==> src/rtl/il_pkg.sv <==
// Package: shared types for the split-memory-stage interlock.
// Assumes: tags are small and only used to check order.
package il_pkg;
    parameter int IL_TAG_W = 8;

    typedef struct packed {
        logic                valid;
        logic                is_mem;
        logic [IL_TAG_W-1:0] tag;
    } il_slot_t;

    localparam il_slot_t IL_EMPTY = '{valid: 1'b0, is_mem: 1'b0, tag: '0};
endpackage

==> src/rtl/il_stage_reg.sv <==
// Module: one pipeline stage register holding a slot.
// Priority: reset, then bubble insert, then hold, then load.
// Assumes: hold and bubble come from the hazard unit in the same cycle.
module il_stage_reg
    import il_pkg::*;
(
    input  logic     clk,
    input  logic     rst_n,
    input  logic     hold,
    input  logic     bubble,
    input  il_slot_t d,
    output il_slot_t q
);
    // Update the stored slot on each edge.
    always_ff @(posedge clk) begin
        if (!rst_n)
            q <= IL_EMPTY;
        else if (bubble)
            q <= IL_EMPTY;
        else if (!hold)
            q <= d;
    end
endmodule

==> src/rtl/il_hazard.sv <==
// Module: structural-hazard detector for the shared two-stage memory.
// Raises a stall when execute and M0 both hold valid memory operations.
// Assumes: the memory serves one access over the whole of M0 and M1.
module il_hazard
    import il_pkg::*;
(
    input  il_slot_t ex_slot,
    input  il_slot_t m0_slot,
    output logic     stall,
    output logic     bubble
);
    logic ex_mem, m0_mem;

    // Decide the stall and the M0 bubble from the two stage slots.
    always_comb begin
        ex_mem = ex_slot.valid & ex_slot.is_mem;
        m0_mem = m0_slot.valid & m0_slot.is_mem;
        stall  = ex_mem & m0_mem;
        bubble = stall;
    end
endmodule

==> src/rtl/mem2_interlock.sv <==
// Module: front stages, execute, M0, M1 and writeback registers with the
// interlock that keeps memory operations one cycle apart.
// Assumes: FRONT_STAGES >= 1 (fetch first, then the decode stages).
module mem2_interlock
    import il_pkg::*;
#(
    parameter int FRONT_STAGES = 2
) (
    input  logic                clk,
    input  logic                rst_n,
    input  logic                in_valid,
    input  logic                in_is_mem,
    input  logic [IL_TAG_W-1:0] in_tag,
    output logic                in_ready,
    output logic                stall_front,
    output logic                bubble_m0,
    output logic                m0_mem_busy,
    output logic                m1_mem_busy,
    output logic                retire_valid,
    output logic                retire_is_mem,
    output logic [IL_TAG_W-1:0] retire_tag
);
    localparam int LAST_FRONT = FRONT_STAGES - 1;

    il_slot_t in_slot;
    il_slot_t front_q [FRONT_STAGES];
    il_slot_t ex_q, m0_q, m1_q, wb_q;
    logic     stall, bubble;

    // Pack the fetch input into a slot.
    always_comb begin
        in_slot.valid  = in_valid;
        in_slot.is_mem = in_is_mem;
        in_slot.tag    = in_tag;
    end

    il_hazard u_hazard (
        .ex_slot (ex_q),
        .m0_slot (m0_q),
        .stall   (stall),
        .bubble  (bubble)
    );

    generate
        for (genvar i = 0; i < FRONT_STAGES; i++) begin : g_front
            if (i == 0) begin : g_fetch
                il_stage_reg u_reg (
                    .clk (clk), .rst_n (rst_n), .hold (stall), .bubble (1'b0),
                    .d (in_slot), .q (front_q[i])
                );
            end else begin : g_dec
                il_stage_reg u_reg (
                    .clk (clk), .rst_n (rst_n), .hold (stall), .bubble (1'b0),
                    .d (front_q[i-1]), .q (front_q[i])
                );
            end
        end
    endgenerate

    il_stage_reg u_ex (
        .clk (clk), .rst_n (rst_n), .hold (stall), .bubble (1'b0),
        .d (front_q[LAST_FRONT]), .q (ex_q)
    );

    il_stage_reg u_m0 (
        .clk (clk), .rst_n (rst_n), .hold (1'b0), .bubble (bubble),
        .d (ex_q), .q (m0_q)
    );

    il_stage_reg u_m1 (
        .clk (clk), .rst_n (rst_n), .hold (1'b0), .bubble (1'b0),
        .d (m0_q), .q (m1_q)
    );

    il_stage_reg u_wb (
        .clk (clk), .rst_n (rst_n), .hold (1'b0), .bubble (1'b0),
        .d (m1_q), .q (wb_q)
    );

    // Drive the status and retire outputs from the stage registers.
    always_comb begin
        in_ready      = ~stall;
        stall_front   = stall;
        bubble_m0     = bubble;
        m0_mem_busy   = m0_q.valid & m0_q.is_mem;
        m1_mem_busy   = m1_q.valid & m1_q.is_mem;
        retire_valid  = wb_q.valid;
        retire_is_mem = wb_q.is_mem;
        retire_tag    = wb_q.tag;
    end
endmodule

==> config.mk <==
export PLATFORM = sky130hd
export DESIGN_NAME = mem2_interlock
export DESIGN_NICKNAME = d
export VERILOG_FILES = /design/src/rtl/il_pkg.sv /design/src/rtl/il_stage_reg.sv /design/src/rtl/il_hazard.sv /design/src/rtl/mem2_interlock.sv
export SDC_FILE = /design/constraint.sdc
export NUM_CORES = 1
export LEC_CHECK = 0
export ABC_CLOCK_PERIOD_IN_PS = 1570
export BUFFER_PORTS_ARGS = -buffer_cell sky130_fd_sc_hd__buf_2
export CAP_MARGIN = 20
export CORE_MARGIN = 8
export CORE_UTILIZATION = 45
export CTS_BUF_LIST = sky130_fd_sc_hd__clkbuf_8
export DETAILED_ROUTE_END_ITERATION = 8
export GPL_TIMING_DRIVEN = 0
export PLACE_DENSITY = 0.65
export RECOVER_POWER = 50
export SLEW_MARGIN = 15
export SYNTH_ARGS = -nofsm -noshare
export SYNTH_HDL_FRONTEND = slang
export SYNTH_SLANG_ARGS = --single-unit
==> constraint.sdc <==
create_clock -name clk -period 1.57 [get_ports clk]
set_clock_uncertainty 0.1 [all_clocks]
set_input_delay 0.314 -clock clk [delete_from_list [all_inputs] [get_ports clk]]
set_output_delay 0.314 -clock clk [all_outputs]
set_load 0.02 [all_outputs]
[Word level (Yosys, flattened, before mapping)]
Cells that the tools add are included.
Storage, ports and cells
  memory bits (writable): 0
  flip-flop bits (word level): 60
  output and inout bits: 15
  memory bits (read-only): 0
  logic and storage cells: 25
  latch bits: 0
  memories kept: 0
  input bits: 12
Cells by class
  bitwise gates (word level): 6
  $mul: 0
  reductions and logical operators: 1
  divide/modulo/power cells: 0
  equality and inequality tests: 0
  muxes and demuxes: 0
  order comparisons: 0
  add/sub/neg operators: 0
  shift operators: 0
Operators with widths (number)
  1-bit bitwise AND: 4
  1-bit NOT: 2
  2-bit OR reduction: 1

[Logic depth before layout (Yosys ltp)]
Gate-level depths: netlist of run 1.
  depth after elaboration: 3
  depth in mapped cells: 5
  depth with buffers taken out: 3

[By module]
Synthesis of run 1 repeated with hierarchy kept, for this count alone.
Second synthesis, totals
  cell total of the unflattened synthesis: 204
  area, all modules: 2198.4 um^2
By module, submodules not included
  il_stage_reg: sequential area each 200.2 um^2, area an instance 360.3 um^2, times used 6, cells each 33
  mem2_interlock: sequential area each 0.0 um^2, area an instance 20.0 um^2, times used 1, cells each 4
  il_hazard: sequential area each 0.0 um^2, area an instance 16.3 um^2, times used 1, cells each 2

[Least setup slack after synthesis of run 1]
Ideal clock, no wire load.
  path kind: reg2out
  start: register u_m0.q[8] (netlist name)
  end: output port stall_front
  cell stages (with the launch flop): 6
  required time: 1.156 ns
  buffers on the path: 3
  setup slack: 0.167 ns
  data arrival time: 0.989 ns
  cells stage by stage: dfxtp_1 > nand4_2 > inv_2 > buf_6 > buf_12 > buf_4
On the way
  longest elaborated chain between the ends: 2
Ends and longest elaborated chain
  start, declared: line il_stage_reg.sv:12  | output il_slot_t q
  start signal, assigned: line il_stage_reg.sv:17  | q <= IL_EMPTY;
  start signal, assigned: line il_stage_reg.sv:19  | q <= IL_EMPTY;
  start signal, assigned: line il_stage_reg.sv:21  | q <= d;
  1-bit bitwise AND: line il_hazard.sv:17  | m0_mem = m0_slot.valid & m0_slot.is_mem;
  1-bit bitwise AND: line il_hazard.sv:18  | stall = ex_mem & m0_mem;
  end, declared: line mem2_interlock.sv:15  | output logic stall_front,
No other way between the ends.

[Final worst setup path of run 1]
  start: register u_m0.q[8] (netlist name)
  end: output port in_ready
On the way
  longest elaborated chain between the ends: 3
Ends and longest elaborated chain
  1-bit bitwise AND: line il_hazard.sv:17
  1-bit bitwise AND: line il_hazard.sv:18
  1-bit NOT: line mem2_interlock.sv:82  | in_ready = ~stall;
  end, declared: line mem2_interlock.sv:14  | output logic in_ready,
No other way between the ends.

==> results of run 1 <==
-- flip-flops by register name (all words and copies together), names as in the netlist --
name,count
g_front.g_dec.u_reg.q,10
g_front.g_fetch.u_reg.q,10
u_m1.q,10
u_m0.q,10
u_ex.q,10
u_wb.q,10
-- worst max path at each step --
stage,from,slack [ns],endpoint
final,u_m0.q[8],0.04,in_ready
after global routing,u_m0.q[8],-0.009,in_ready
after CTS,u_ex.q[9],-0.04,stall_front
after detailed placement,u_m0.q[8],-0.04,stall_front
after global placement,u_m0.q[8],-0.006,stall_front
after floorplan,u_m0.q[8],0.17,stall_front
-- power groups by stage --
stage	clock, mW	combinational, mW	sequential (mW)
floorplan	0	0.0567	1.61
global placement	0	0.0842	1.61
detailed placement	0	0.0879	1.61
CTS	1.52	0.0889	1.57
global route	1.60	0.0983	1.58
finish	1.48	0.0858	1.57
-- area by class of cell --
class	count	area (um2)	area share
Buffer	9	40.0	0.0160
Clock buffer	10	138	0.0551
Clock inverter	6	78.8	0.0315
Inverter	1	8.76	0.00351
Multi-Input combinational cell	101	659	0.264
Sequential cell	60	1210	0.484
Tap cell	52	65.1	0.0260
Timing Repair Buffer	40	300	0.120
-- tightest hold or removal path, cell delays in order --
cell     delay, ns
buf_2         0.09
nand2_1       0.04
mux2i_1       0.05
-- kinds of logic (layout without fill, tap and decap cells) --
group                  after synthesis  after routing  share of synthesized area
AOI/OAI and AO/OA                    2              2                    0.00773
buffers and inverters               14             66                     0.0458
and+or+nand+nor                     71             71                      0.183
DFF                                 60             60                      0.619
muxes                               28             28                      0.144
-- metrics by stage --
step,cells,cell area [um2],util,worst slack (ns),power [mW]
floorplan,175,1940,-,0.167,1.66
global placement,252,2130,0.500,-0.00584,1.69
detailed placement,252,2130,0.500,-0.0369,1.70
CTS,272,2430,0.569,-0.0359,3.18
global route,279,2500,0.586,-0.00891,3.27
finish,279,2500,0.586,0.0359,3.14
-- placed cells by master, fill, tap and decap left out --
cell,n
and2_1,8
dfxtp_4,1
buf_4,13
clkbuf_1,6
clkbuf_16,1
and2_0,14
mux2i_1,28
dfxtp_1,56
buf_6,2
clkinv_4,1
and3_1,10
dfxtp_2,3
buf_8,1
clkbuf_8,10
inv_1,1
clkinv_2,3
o21a_1,2
bufinv_16,2
nand4_4,1
bufbuf_16,1
nand2_1,38
buf_2,25
-- routing by layer --
layer,part of all wire,GRT usage,vias up
met1,0.43,0.109,544
met3,0.073,0.0394,7
li1,-,-,659
met2,0.48,0.186,28
met5,0,0,-
met4,0.017,0.0842,0
-- what timing repair did --
action / CTS / global route
gates cloned: 1 / 1
hold endpoints to repair: 0 / 0
pin swaps: 1 / 1
setup buffers: 5 / 8
endpoints found under the setup margin: 3 / 3
resized for setup: 11 / 7
==> impl_metrics.xml, run 1 <==
<?xml version="1.0" encoding="UTF-8"?>
<metrics>
  <group name="power">
    <metric name="switching_share" unit="">0.198</metric>
    <metric name="power.internal" unit="mW">2.52</metric>
    <metric name="power.ir.vdd_worst" unit="mV">0.793</metric>
    <metric name="power.combinational.fraction" unit="">0.027</metric>
    <metric name="relative_contribution_of_sequential_cells_to_total_power" unit="">0.501</metric>
    <metric name="leakagePower" unit="nW">1.11</metric>
    <metric name="netSwitchingPower" unit="uW">621</metric>
    <metric name="power_dens_cells" unit="mW/mm2">1260</metric>
    <metric name="power.share.clock" unit="">0.472</metric>
  </group>
  <group name="final_layout">
    <metric name="layout.nets" unit="">234</metric>
    <metric name="number_of_filler_cells_placed_in_the_layout" unit="">372</metric>
    <metric name="area_added_between_synthesis_and_finish" unit="%">28.8</metric>
    <metric name="fraction_of_final_layout_cells_sized_beyond_drive_strength_1" unit="">0.282</metric>
    <metric name="num_antenna_cells" unit="">0</metric>
  </group>
  <group name="route">
    <metric name="final_antenna_net_count" unit="">0</metric>
    <metric name="route.final.wire_length" unit="mm">3.39</metric>
    <metric name="drt_iter0_markers" unit="">39</metric>
    <metric name="num_vias" unit="">1238</metric>
    <metric name="drc_errors" unit="">0</metric>
    <metric name="detail_route.vias_per_cell" unit="">4.44</metric>
    <metric name="avgRoutedWirePerCell" unit="um">12.1</metric>
    <metric name="detailedRoute.firstPassIterationCount" unit="">3</metric>
  </group>
  <group name="synthesis">
    <metric name="number_of_enable_type_register_cells_in_the_synthesized_netlist" unit="">0</metric>
    <metric name="synthesis.yosys.warnings" unit="">0</metric>
    <metric name="syn-instance-count" unit="">175</metric>
    <metric name="synth_nets" unit="">187</metric>
    <metric name="synth.most_common_cell" unit="">dfxtp_1</metric>
    <metric name="ys_async_sr_fraction" unit="">0</metric>
    <metric name="synth_seq_area_share" unit="">0.619</metric>
    <metric name="cell_types_with_the_largest_area_share_after_synthesis" unit="">dfxtp_1 62%, mux2i_1 14%, nand2_1 7.4%</metric>
    <metric name="netlist_area_pre_place" unit="mm2">0.00194</metric>
    <metric name="number_of_distinct_standard_cells_referenced_by_the_synthesized_netlist" unit="">13</metric>
    <metric name="yosys_register_bits" unit="">60</metric>
    <metric name="post_synth.cell_area_avg" unit="um2">11.1</metric>
    <metric name="post_synth_most_frequent_cells" unit="">60 x dfxtp_1, 38 x nand2_1, 28 x mux2i_1</metric>
    <metric name="synth-main-ff-cell" unit="">dfxtp_1</metric>
    <metric name="synth_top_cell_area_share" unit="">0.619</metric>
    <metric name="synth_largest_area_cell" unit="">dfxtp_1</metric>
  </group>
  <group name="sta">
    <metric name="final_period_minus_worst_setup_slack" unit="ns">1.53</metric>
    <metric name="setup_tns" unit="ns">0</metric>
    <metric name="timing.hold.ws" unit="ns">0.127</metric>
    <metric name="slew_headroom" unit="">0.680</metric>
    <metric name="maxClockFrequency" unit="MHz">652</metric>
    <metric name="final_hold_viol_count" unit="">0</metric>
    <metric name="slew_violations" unit="">0</metric>
    <metric name="period_share" unit="">0.977</metric>
    <metric name="tightestPinTransition" unit="ns">0.481</metric>
    <metric name="setup_violations" unit="">0</metric>
  </group>
  <group name="grt">
    <metric name="maximum_number_of_pins_on_one_net_before_global_route_repair" unit="">14</metric>
    <metric name="grt.total_usage" unit="">0.110</metric>
    <metric name="first_pass_grt_wire_length" unit="mm">5.46</metric>
    <metric name="number_of_antenna_violations_at_the_first_check_in_global_routing" unit="">0</metric>
    <metric name="grt_pass1_vias" unit="">1271</metric>
    <metric name="gr-total-overflow" unit="">0</metric>
  </group>
  <group name="clocking">
    <metric name="cts_max_level" unit="">3</metric>
    <metric name="root_buffer" unit="">clkbuf_8</metric>
    <metric name="numCtsBuffers" unit="">9</metric>
    <metric name="worst_skew_pair_later_pin_latency" unit="ns">0.32</metric>
    <metric name="cts_sinks" unit="">60</metric>
    <metric name="hold_buffers" unit="">0</metric>
    <metric name="tritoncts" unit="">yes</metric>
    <metric name="path_clk_slew" unit="ns">0.06</metric>
    <metric name="clock_buffer_depth" unit="">2</metric>
  </group>
  <group name="place">
    <metric name="dp_hpwl" unit="mm">2.13</metric>
    <metric name="port_buffers" unit="">25</metric>
    <metric name="routabilityCongestion" unit="">0.711</metric>
  </group>
  <group name="floorplan">
    <metric name="chipHeight" unit="um">81.7</metric>
    <metric name="starting_utilization_of_the_core_area" unit="">0.455</metric>
    <metric name="dieWidth" unit="um">81.7</metric>
    <metric name="core_area" unit="mm2">0.00426</metric>
    <metric name="die_area" unit="mm2">0.00667</metric>
    <metric name="ios" unit="">27</metric>
    <metric name="placement_rows" unit="">24</metric>
  </group>
  <group name="setup_path">
    <metric name="worstPathMaxFanout" unit="">6</metric>
    <metric name="worst_setup_path_start_kind" unit="">flop</metric>
    <metric name="critPathSlowestCell" unit="">dfxtp_4</metric>
    <metric name="crit_end_category" unit="">primary output</metric>
    <metric name="reg2regPathDepth" unit="">7</metric>
    <metric name="path_delay_family" unit="">flip-flops</metric>
    <metric name="cp_num_buf_inv" unit="">2</metric>
    <metric name="regToRegSetupSlack" unit="ns">0.07</metric>
    <metric name="worst_ep_required" unit="ns">1.16</metric>
    <metric name="reg2reg_to" unit="">u_ex.q[3]</metric>
    <metric name="critPathArrivalTime" unit="ns">1.12</metric>
    <metric name="crit_chain" unit="">nand4_4, buf_8, buf_6</metric>
    <metric name="rr_startpoint" unit="">u_m0.q[8]</metric>
    <metric name="worstSetupPathDepth" unit="">3</metric>
    <metric name="cp_slowest_stage_delay" unit="ns">0.36</metric>
    <metric name="worstSetupPathType" unit="">flop to primary output</metric>
  </group>
  <group name="run">
    <metric name="max_cap_viol_count" unit="">0</metric>
  </group>
  <group name="min_path">
    <metric name="worstHoldEndpoint" unit="">g_front[0].g_fetch.u_reg.q[9]</metric>
    <metric name="number_of_cells_on_the_worst_hold_path" unit="">3</metric>
    <metric name="hold_path_class" unit="">input port to flop</metric>
    <metric name="holdCritStartpoint" unit="">in_valid</metric>
  </group>
  <group name="outcome">
    <metric name="status" unit="">complete, no violations</metric>
  </group>
</metrics>
No activity file was read; power rests on OpenSTA's default activity.
==> inputs of run 2 (changes only) <==
- ABC_CLOCK_PERIOD_IN_PS: 1570 -> default
- PLACE_DENSITY: 0.65 -> 0.67
==> impl_metrics.xml, run 2 (synthesis results as in run 1) <==
<?xml version="1.0" encoding="UTF-8"?>
<metrics>
  <group name="sta">
    <metric name="setup_tns" unit="ns">0</metric>
    <metric name="worst_setup_slack_after_layout" unit="ns">0.0472</metric>
    <metric name="period_share" unit="">0.970</metric>
    <metric name="timing.hold.ws" unit="ns">0.124</metric>
    <metric name="grt_setup_unrepaired" unit="">true</metric>
    <metric name="slew_violations" unit="">0</metric>
    <metric name="setup_violations" unit="">0</metric>
    <metric name="final_period_minus_worst_setup_slack" unit="ns">1.52</metric>
    <metric name="maxClockFrequency" unit="MHz">657</metric>
    <metric name="tightestPinTransition" unit="ns">0.484</metric>
    <metric name="final_hold_viol_count" unit="">0</metric>
    <metric name="slew_headroom" unit="">0.678</metric>
  </group>
  <group name="power">
    <metric name="power_dens_cells" unit="mW/mm2">1390</metric>
    <metric name="totalPowerFinal" unit="mW">3.41</metric>
    <metric name="leakagePower" unit="nW">1.08</metric>
    <metric name="power.ir.vdd_worst" unit="mV">0.572</metric>
  </group>
  <group name="grt">
    <metric name="grt_pass1_vias" unit="">1111</metric>
    <metric name="maximum_number_of_pins_on_one_net_before_global_route_repair" unit="">14</metric>
    <metric name="gr-total-overflow" unit="">0</metric>
    <metric name="first_pass_grt_wire_length" unit="mm">4.99</metric>
    <metric name="grt.total_usage" unit="">0.103</metric>
    <metric name="number_of_antenna_violations_at_the_first_check_in_global_routing" unit="">0</metric>
  </group>
  <group name="clocking">
    <metric name="root_buffer" unit="">clkbuf_8</metric>
    <metric name="path_clk_slew" unit="ns">0.06</metric>
    <metric name="numCtsBuffers" unit="">9</metric>
    <metric name="worst_skew_pair_later_pin_latency" unit="ns">0.32</metric>
    <metric name="hold_buffers" unit="">0</metric>
    <metric name="clock_buffer_depth" unit="">2</metric>
    <metric name="tritoncts" unit="">yes</metric>
    <metric name="cts_sinks" unit="">60</metric>
    <metric name="cts_max_level" unit="">3</metric>
  </group>
  <group name="setup_path">
    <metric name="worst_setup_path_start_kind" unit="">flop</metric>
    <metric name="crit_end_category" unit="">primary output</metric>
    <metric name="worstPathMaxFanout" unit="">3</metric>
    <metric name="critPathArrivalTime" unit="ns">1.11</metric>
    <metric name="startpoint" unit="">u_m0.q[9]</metric>
    <metric name="worstSetupPathType" unit="">flop to primary output</metric>
    <metric name="rr_startpoint" unit="">u_m0.q[9]</metric>
    <metric name="worst_ep_required" unit="ns">1.16</metric>
  </group>
  <group name="route">
    <metric name="avgRoutedWirePerCell" unit="um">11.8</metric>
    <metric name="detailedRoute.firstPassIterationCount" unit="">4</metric>
    <metric name="detail_route.vias_per_cell" unit="">4.50</metric>
    <metric name="drt_iter0_markers" unit="">45</metric>
    <metric name="route.final.wire_length" unit="mm">3.19</metric>
    <metric name="drc_errors" unit="">0</metric>
    <metric name="final_antenna_net_count" unit="">0</metric>
    <metric name="num_vias" unit="">1216</metric>
  </group>
  <group name="run">
    <metric name="max_cap_viol_count" unit="">0</metric>
  </group>
  <group name="final_layout">
    <metric name="fraction_of_final_layout_cells_sized_beyond_drive_strength_1" unit="">0.252</metric>
    <metric name="num_antenna_cells" unit="">0</metric>
    <metric name="finalNonFillerCells" unit="">270</metric>
    <metric name="most_common_library_cell_in_the_layout_ignoring_fill_and_taps" unit="">dfxtp_1</metric>
    <metric name="area_added_between_synthesis_and_finish" unit="%">26.8</metric>
    <metric name="commonest_non_fill_non_tap_cells_in_the_layout" unit="">56 x dfxtp_1, 38 x nand2_1, 28 x mux2i_1</metric>
    <metric name="layout.nets" unit="">226</metric>
  </group>
  <group name="min_path">
    <metric name="hold_path_class" unit="">input port to flop</metric>
    <metric name="holdCritStartpoint" unit="">in_tag[4]</metric>
  </group>
  <group name="floorplan">
    <metric name="dieWidth" unit="um">81.7</metric>
    <metric name="placement_rows" unit="">24</metric>
    <metric name="starting_utilization_of_the_core_area" unit="">0.455</metric>
    <metric name="core_area" unit="mm2">0.00426</metric>
    <metric name="die_area" unit="mm2">0.00667</metric>
    <metric name="ios" unit="">27</metric>
    <metric name="chipHeight" unit="um">81.7</metric>
  </group>
  <group name="place">
    <metric name="routabilityCongestion" unit="">0.700</metric>
    <metric name="port_buffers" unit="">25</metric>
    <metric name="placed_cells" unit="">252</metric>
    <metric name="dp_hpwl" unit="mm">2.03</metric>
    <metric name="dp_slack" unit="ns">-0.0177</metric>
  </group>
  <group name="outcome">
    <metric name="status" unit="">complete, no violations</metric>
  </group>
</metrics>
-- run 2: changes by cell type in the layout (fill, tap and decap cells not counted), sizes merged --
cell and delta:
buf -7, clkinv -3, bufinv +2, clkbuf -2, inv +1
-- run 2: final timing paths --
kind,cells past startpoint,to,slack (ns)
max,4,stall_front,0.05
min,3,g_front[0].g_fetch.u_reg.q[4],0.12
max reg2reg,6,g_front[1].g_dec.u_reg.q[3],0.21
min reg2reg,1,u_m1.q[7],0.33
-- run 2: power breakdown --
part / leakage, nW / switching, mW / internal [mW]
clock: 0.130 / 0.553 / 1.20
combinational: 0.458 / 0.0509 / 0.0355
sequential: 0.491 / 0.0120 / 1.56
-- run 2: metal layers --
layer / share of wire / track usage
met1: 0.45 / 0.105
met4: 0.029 / 0.0789
met5: 0 / 0
met3: 0.067 / 0.0427
met2: 0.46 / 0.166
-- run 2: through the flow --
| step | area [um2] | utilization |
|---|---|---|
| floorplan | 1940 | - |
| global placement | 2130 | 0.500 |
| detailed placement | 2130 | 0.500 |
| CTS | 2450 | 0.575 |
| global route | 2460 | 0.577 |
| finish | 2460 | 0.577 |
-- run 2: cell type report --
| class | count | area [um2] |
|---|---|---|
| clock buffers | 9 | 124 |
| flip-flops and latches | 60 | 1210 |
| fillers | 380 | 1800 |
| repair buffers | 31 | 214 |
| well taps | 52 | 65.1 |
| inverters | 1 | 3.75 |
| clock inverters | 6 | 129 |
| multi-input cells | 101 | 659 |
| plain buffers | 10 | 60.1 |
-- run 2: timing repair --
action | CTS | global route
endpoints found under the setup margin | 3 | 2
hold endpoints to repair | 0 | 0
pin swaps | 1 | 0
cloned | 1 | 0
gates resized for setup | 10 | 3
buffers inserted | 5 | 0
-- run 2: critical path: stages, from the launching register on --
cell,delay [ns]
dfxtp_2,0.35
nand4_4,0.11
inv_2,0.10
buf_12,0.11
buf_6,0.11
==> inputs of run 3 (changes only) <==
- ABC_AREA: default -> 1
==> impl_metrics.xml, run 3 <==
<?xml version="1.0" encoding="UTF-8"?>
<metrics>
  <group name="synthesis">
    <metric name="synthSimpleGateAreaFrac" unit="">0.272</metric>
    <metric name="yosys.area_share.xor_xnor" unit="">0</metric>
    <metric name="synthesis.yosys.warnings" unit="">0</metric>
    <metric name="synth.most_common_cell" unit="">nand2_1</metric>
    <metric name="yosys.area_share.adder" unit="">0</metric>
    <metric name="number_of_distinct_standard_cells_referenced_by_the_synthesized_netlist" unit="">13</metric>
    <metric name="cell_types_with_the_largest_area_share_after_synthesis" unit="">dfxtp_1 59%, nand2_1 14%, nor2_1 12%</metric>
    <metric name="netlist_area_pre_place" unit="mm2">0.00205</metric>
    <metric name="number_of_enable_type_register_cells_in_the_synthesized_netlist" unit="">0</metric>
    <metric name="synth_compound_gate_area_share" unit="">0.00488</metric>
    <metric name="synth_nets" unit="">288</metric>
    <metric name="synth-main-ff-cell" unit="">dfxtp_1</metric>
    <metric name="synth_top_cell_area_share" unit="">0.586</metric>
    <metric name="synth_seq_area_share" unit="">0.586</metric>
    <metric name="dominant_combinational_cell_family_by_area_after_synthesis" unit="">simple AND/OR/NAND/NOR gates</metric>
    <metric name="yosys_register_bits" unit="">60</metric>
    <metric name="synth_largest_area_cell" unit="">dfxtp_1</metric>
    <metric name="synth.area.mux_share" unit="">0</metric>
    <metric name="post_synth_most_frequent_cells" unit="">79 x nand2_1, 66 x nor2_1, 60 x dfxtp_1</metric>
    <metric name="ys_async_sr_fraction" unit="">0</metric>
    <metric name="syn-instance-count" unit="">276</metric>
    <metric name="post_synth.cell_area_avg" unit="um2">7.43</metric>
  </group>
  <group name="sta">
    <metric name="slew_violations" unit="">0</metric>
    <metric name="final_hold_viol_count" unit="">0</metric>
    <metric name="worst_setup_slack_after_layout" unit="ns">-0.125</metric>
    <metric name="tightestPinTransition" unit="ns">0.427</metric>
    <metric name="timing.hold.ws" unit="ns">0.109</metric>
    <metric name="slew_headroom" unit="">0.715</metric>
    <metric name="maxClockFrequency" unit="MHz">590</metric>
    <metric name="setup_violations" unit="">3</metric>
    <metric name="final_period_minus_worst_setup_slack" unit="ns">1.69</metric>
    <metric name="period_share" unit="">1.08</metric>
    <metric name="grt_setup_unrepaired" unit="">true</metric>
  </group>
  <group name="final_layout">
    <metric name="finalNonFillerCells" unit="">375</metric>
    <metric name="fraction_of_final_layout_cells_sized_beyond_drive_strength_1" unit="">0.201</metric>
    <metric name="layout.nets" unit="">330</metric>
    <metric name="most_common_library_cell_in_the_layout_ignoring_fill_and_taps" unit="">nand2_1</metric>
    <metric name="finish.instance_area" unit="mm2">0.00253</metric>
    <metric name="num_antenna_cells" unit="">0</metric>
    <metric name="area_added_between_synthesis_and_finish" unit="%">23.6</metric>
    <metric name="commonest_non_fill_non_tap_cells_in_the_layout" unit="">77 x nand2_1, 66 x nor2_1, 56 x dfxtp_1</metric>
  </group>
  <group name="route">
    <metric name="route.final.wire_length" unit="mm">3.24</metric>
    <metric name="detailedRoute.firstPassIterationCount" unit="">6</metric>
    <metric name="drt_iter0_markers" unit="">50</metric>
    <metric name="num_vias" unit="">1489</metric>
    <metric name="avgRoutedWirePerCell" unit="um">8.63</metric>
    <metric name="final_antenna_net_count" unit="">0</metric>
    <metric name="detail_route.vias_per_cell" unit="">3.97</metric>
    <metric name="drc_errors" unit="">0</metric>
  </group>
  <group name="grt">
    <metric name="maximum_number_of_pins_on_one_net_before_global_route_repair" unit="">12</metric>
    <metric name="first_pass_grt_wire_length" unit="mm">5.56</metric>
    <metric name="number_of_antenna_violations_at_the_first_check_in_global_routing" unit="">0</metric>
    <metric name="grt_pass1_vias" unit="">1330</metric>
    <metric name="gr-total-overflow" unit="">0</metric>
    <metric name="grt.total_usage" unit="">0.0998</metric>
  </group>
  <group name="setup_path">
    <metric name="critPathSlowestCell" unit="">dfxtp_2</metric>
    <metric name="worst_setup_path_start_kind" unit="">flop</metric>
    <metric name="worstSetupPathType" unit="">flop to primary output</metric>
    <metric name="crit_end_category" unit="">primary output</metric>
    <metric name="crit_chain" unit="">nand2_2, nor2_4, buf_6, buf_8, buf_6, buf_6</metric>
    <metric name="worst_ep_required" unit="ns">1.16</metric>
    <metric name="cp_slowest_stage_delay" unit="ns">0.34</metric>
    <metric name="path_delay_family" unit="">buffers and inverters</metric>
    <metric name="cp_num_buf_inv" unit="">4</metric>
    <metric name="worstPathMaxFanout" unit="">4</metric>
    <metric name="critPathArrivalTime" unit="ns">1.28</metric>
    <metric name="timing.critical_path.mode_cell" unit="">buf_6</metric>
  </group>
  <group name="outcome">
    <metric name="failed_checks" unit="">negative setup slack</metric>
    <metric name="status" unit="">finished with violations</metric>
  </group>
  <group name="clocking">
    <metric name="worst_skew_pair_later_pin_latency" unit="ns">0.33</metric>
    <metric name="cts_sinks" unit="">60</metric>
    <metric name="numCtsBuffers" unit="">9</metric>
    <metric name="path_clk_slew" unit="ns">0.06</metric>
    <metric name="clock_buffer_depth" unit="">2</metric>
    <metric name="cts_max_level" unit="">3</metric>
    <metric name="tritoncts" unit="">yes</metric>
    <metric name="root_buffer" unit="">clkbuf_8</metric>
  </group>
  <group name="floorplan">
    <metric name="starting_utilization_of_the_core_area" unit="">0.468</metric>
    <metric name="die_area" unit="mm2">0.00697</metric>
    <metric name="ios" unit="">27</metric>
    <metric name="dieWidth" unit="um">83.5</metric>
    <metric name="chipHeight" unit="um">83.5</metric>
    <metric name="core_area" unit="mm2">0.00438</metric>
    <metric name="placement_rows" unit="">24</metric>
  </group>
  <group name="place">
    <metric name="port_buffers" unit="">25</metric>
    <metric name="routabilityCongestion" unit="">0.722</metric>
    <metric name="dp_slack" unit="ns">-0.0202</metric>
    <metric name="postPlaceCellArea" unit="mm2">0.00224</metric>
    <metric name="placed_cells" unit="">353</metric>
    <metric name="dp_hpwl" unit="mm">2.01</metric>
  </group>
  <group name="min_path">
    <metric name="hold_path_class" unit="">input port to flop</metric>
  </group>
  <group name="power">
    <metric name="leakagePower" unit="nW">1.31</metric>
    <metric name="netSwitchingPower" unit="uW">653</metric>
    <metric name="power.share.clock" unit="">0.444</metric>
    <metric name="power.internal" unit="mW">2.38</metric>
    <metric name="totalPowerFinal" unit="mW">3.03</metric>
    <metric name="power.combinational.fraction" unit="">0.036</metric>
    <metric name="relative_contribution_of_sequential_cells_to_total_power" unit="">0.520</metric>
    <metric name="power.ir.vdd_worst" unit="mV">0.675</metric>
    <metric name="power_dens_cells" unit="mW/mm2">1200</metric>
    <metric name="switching_share" unit="">0.216</metric>
  </group>
  <group name="run">
    <metric name="max_cap_viol_count" unit="">0</metric>
  </group>
</metrics>
run 3: tightest hold or removal path: stages:
cell and delay (ns):
buf_2 0.07, nor2_1 0.03, nor2_1 0.08
run 3: final cells by class:
class	instances	area (um2)
inverter	54	203
clock inverter	6	63.8
fill	428	1850
tap	52	65.1
multi-input combinational	149	577
timing repair buffer	31	195
buffer	13	87.6
sequential	60	1210
clock buffer	10	138
run 3: routing by layer:
layer  GRT usage  wire (um)  vias up
met2       0.157       1450       29
met3      0.0596        215        4
met4      0.0659         48        0
li1            -          -      855
met1      0.0969       1520      601
met5           0          0        -
run 3: per-stage QoR:
stage | setup TNS (ns) | utilization
global placement | -0.00220 | 0.511
CTS | -0.301 | 0.574
finish | -0.282 | 0.578
floorplan | 0 | -
global route | -0.448 | 0.578
detailed placement | -0.0202 | 0.511
run 3: logic make-up after synthesis:
logic type | after synthesis
AND/OR/NAND/NOR | 147
flip-flops | 60
AO/OA/AOI/OAI | 2
buffers and inverters | 67
run 3: worst paths after layout:
kind	cells past startpoint	end	from	slack (ns)
max	6	stall_front	u_ex.q[9]	-0.12
max reg2reg	7	g_front[0].g_fetch.u_reg.q[7]	u_ex.q[9]	0.32
min reg2reg	2	u_m1.q[1]	u_m0.q[1]	0.31
min	3	g_front[0].g_fetch.u_reg.q[1]	in_tag[1]	0.11
run 3: power by group through the flow:
stage | sequential [mW] | clock (mW) | combinational, mW
after floorplan | 1.61 | 0 | 0.0786
after global placement | 1.61 | 0 | 0.107
after detailed placement | 1.61 | 0 | 0.108
after CTS | 1.58 | 1.40 | 0.110
after global routing | 1.58 | 1.47 | 0.127
final | 1.58 | 1.34 | 0.109
run 3: repair_timing:
action / 4_1_cts / 5_1_grt
resized for setup: 13 / 5
hold buffers: 0 / 0
buffers inserted: 5 / 1
pin swaps: 3 / 0
endpoints found under the setup margin: 3 / 3
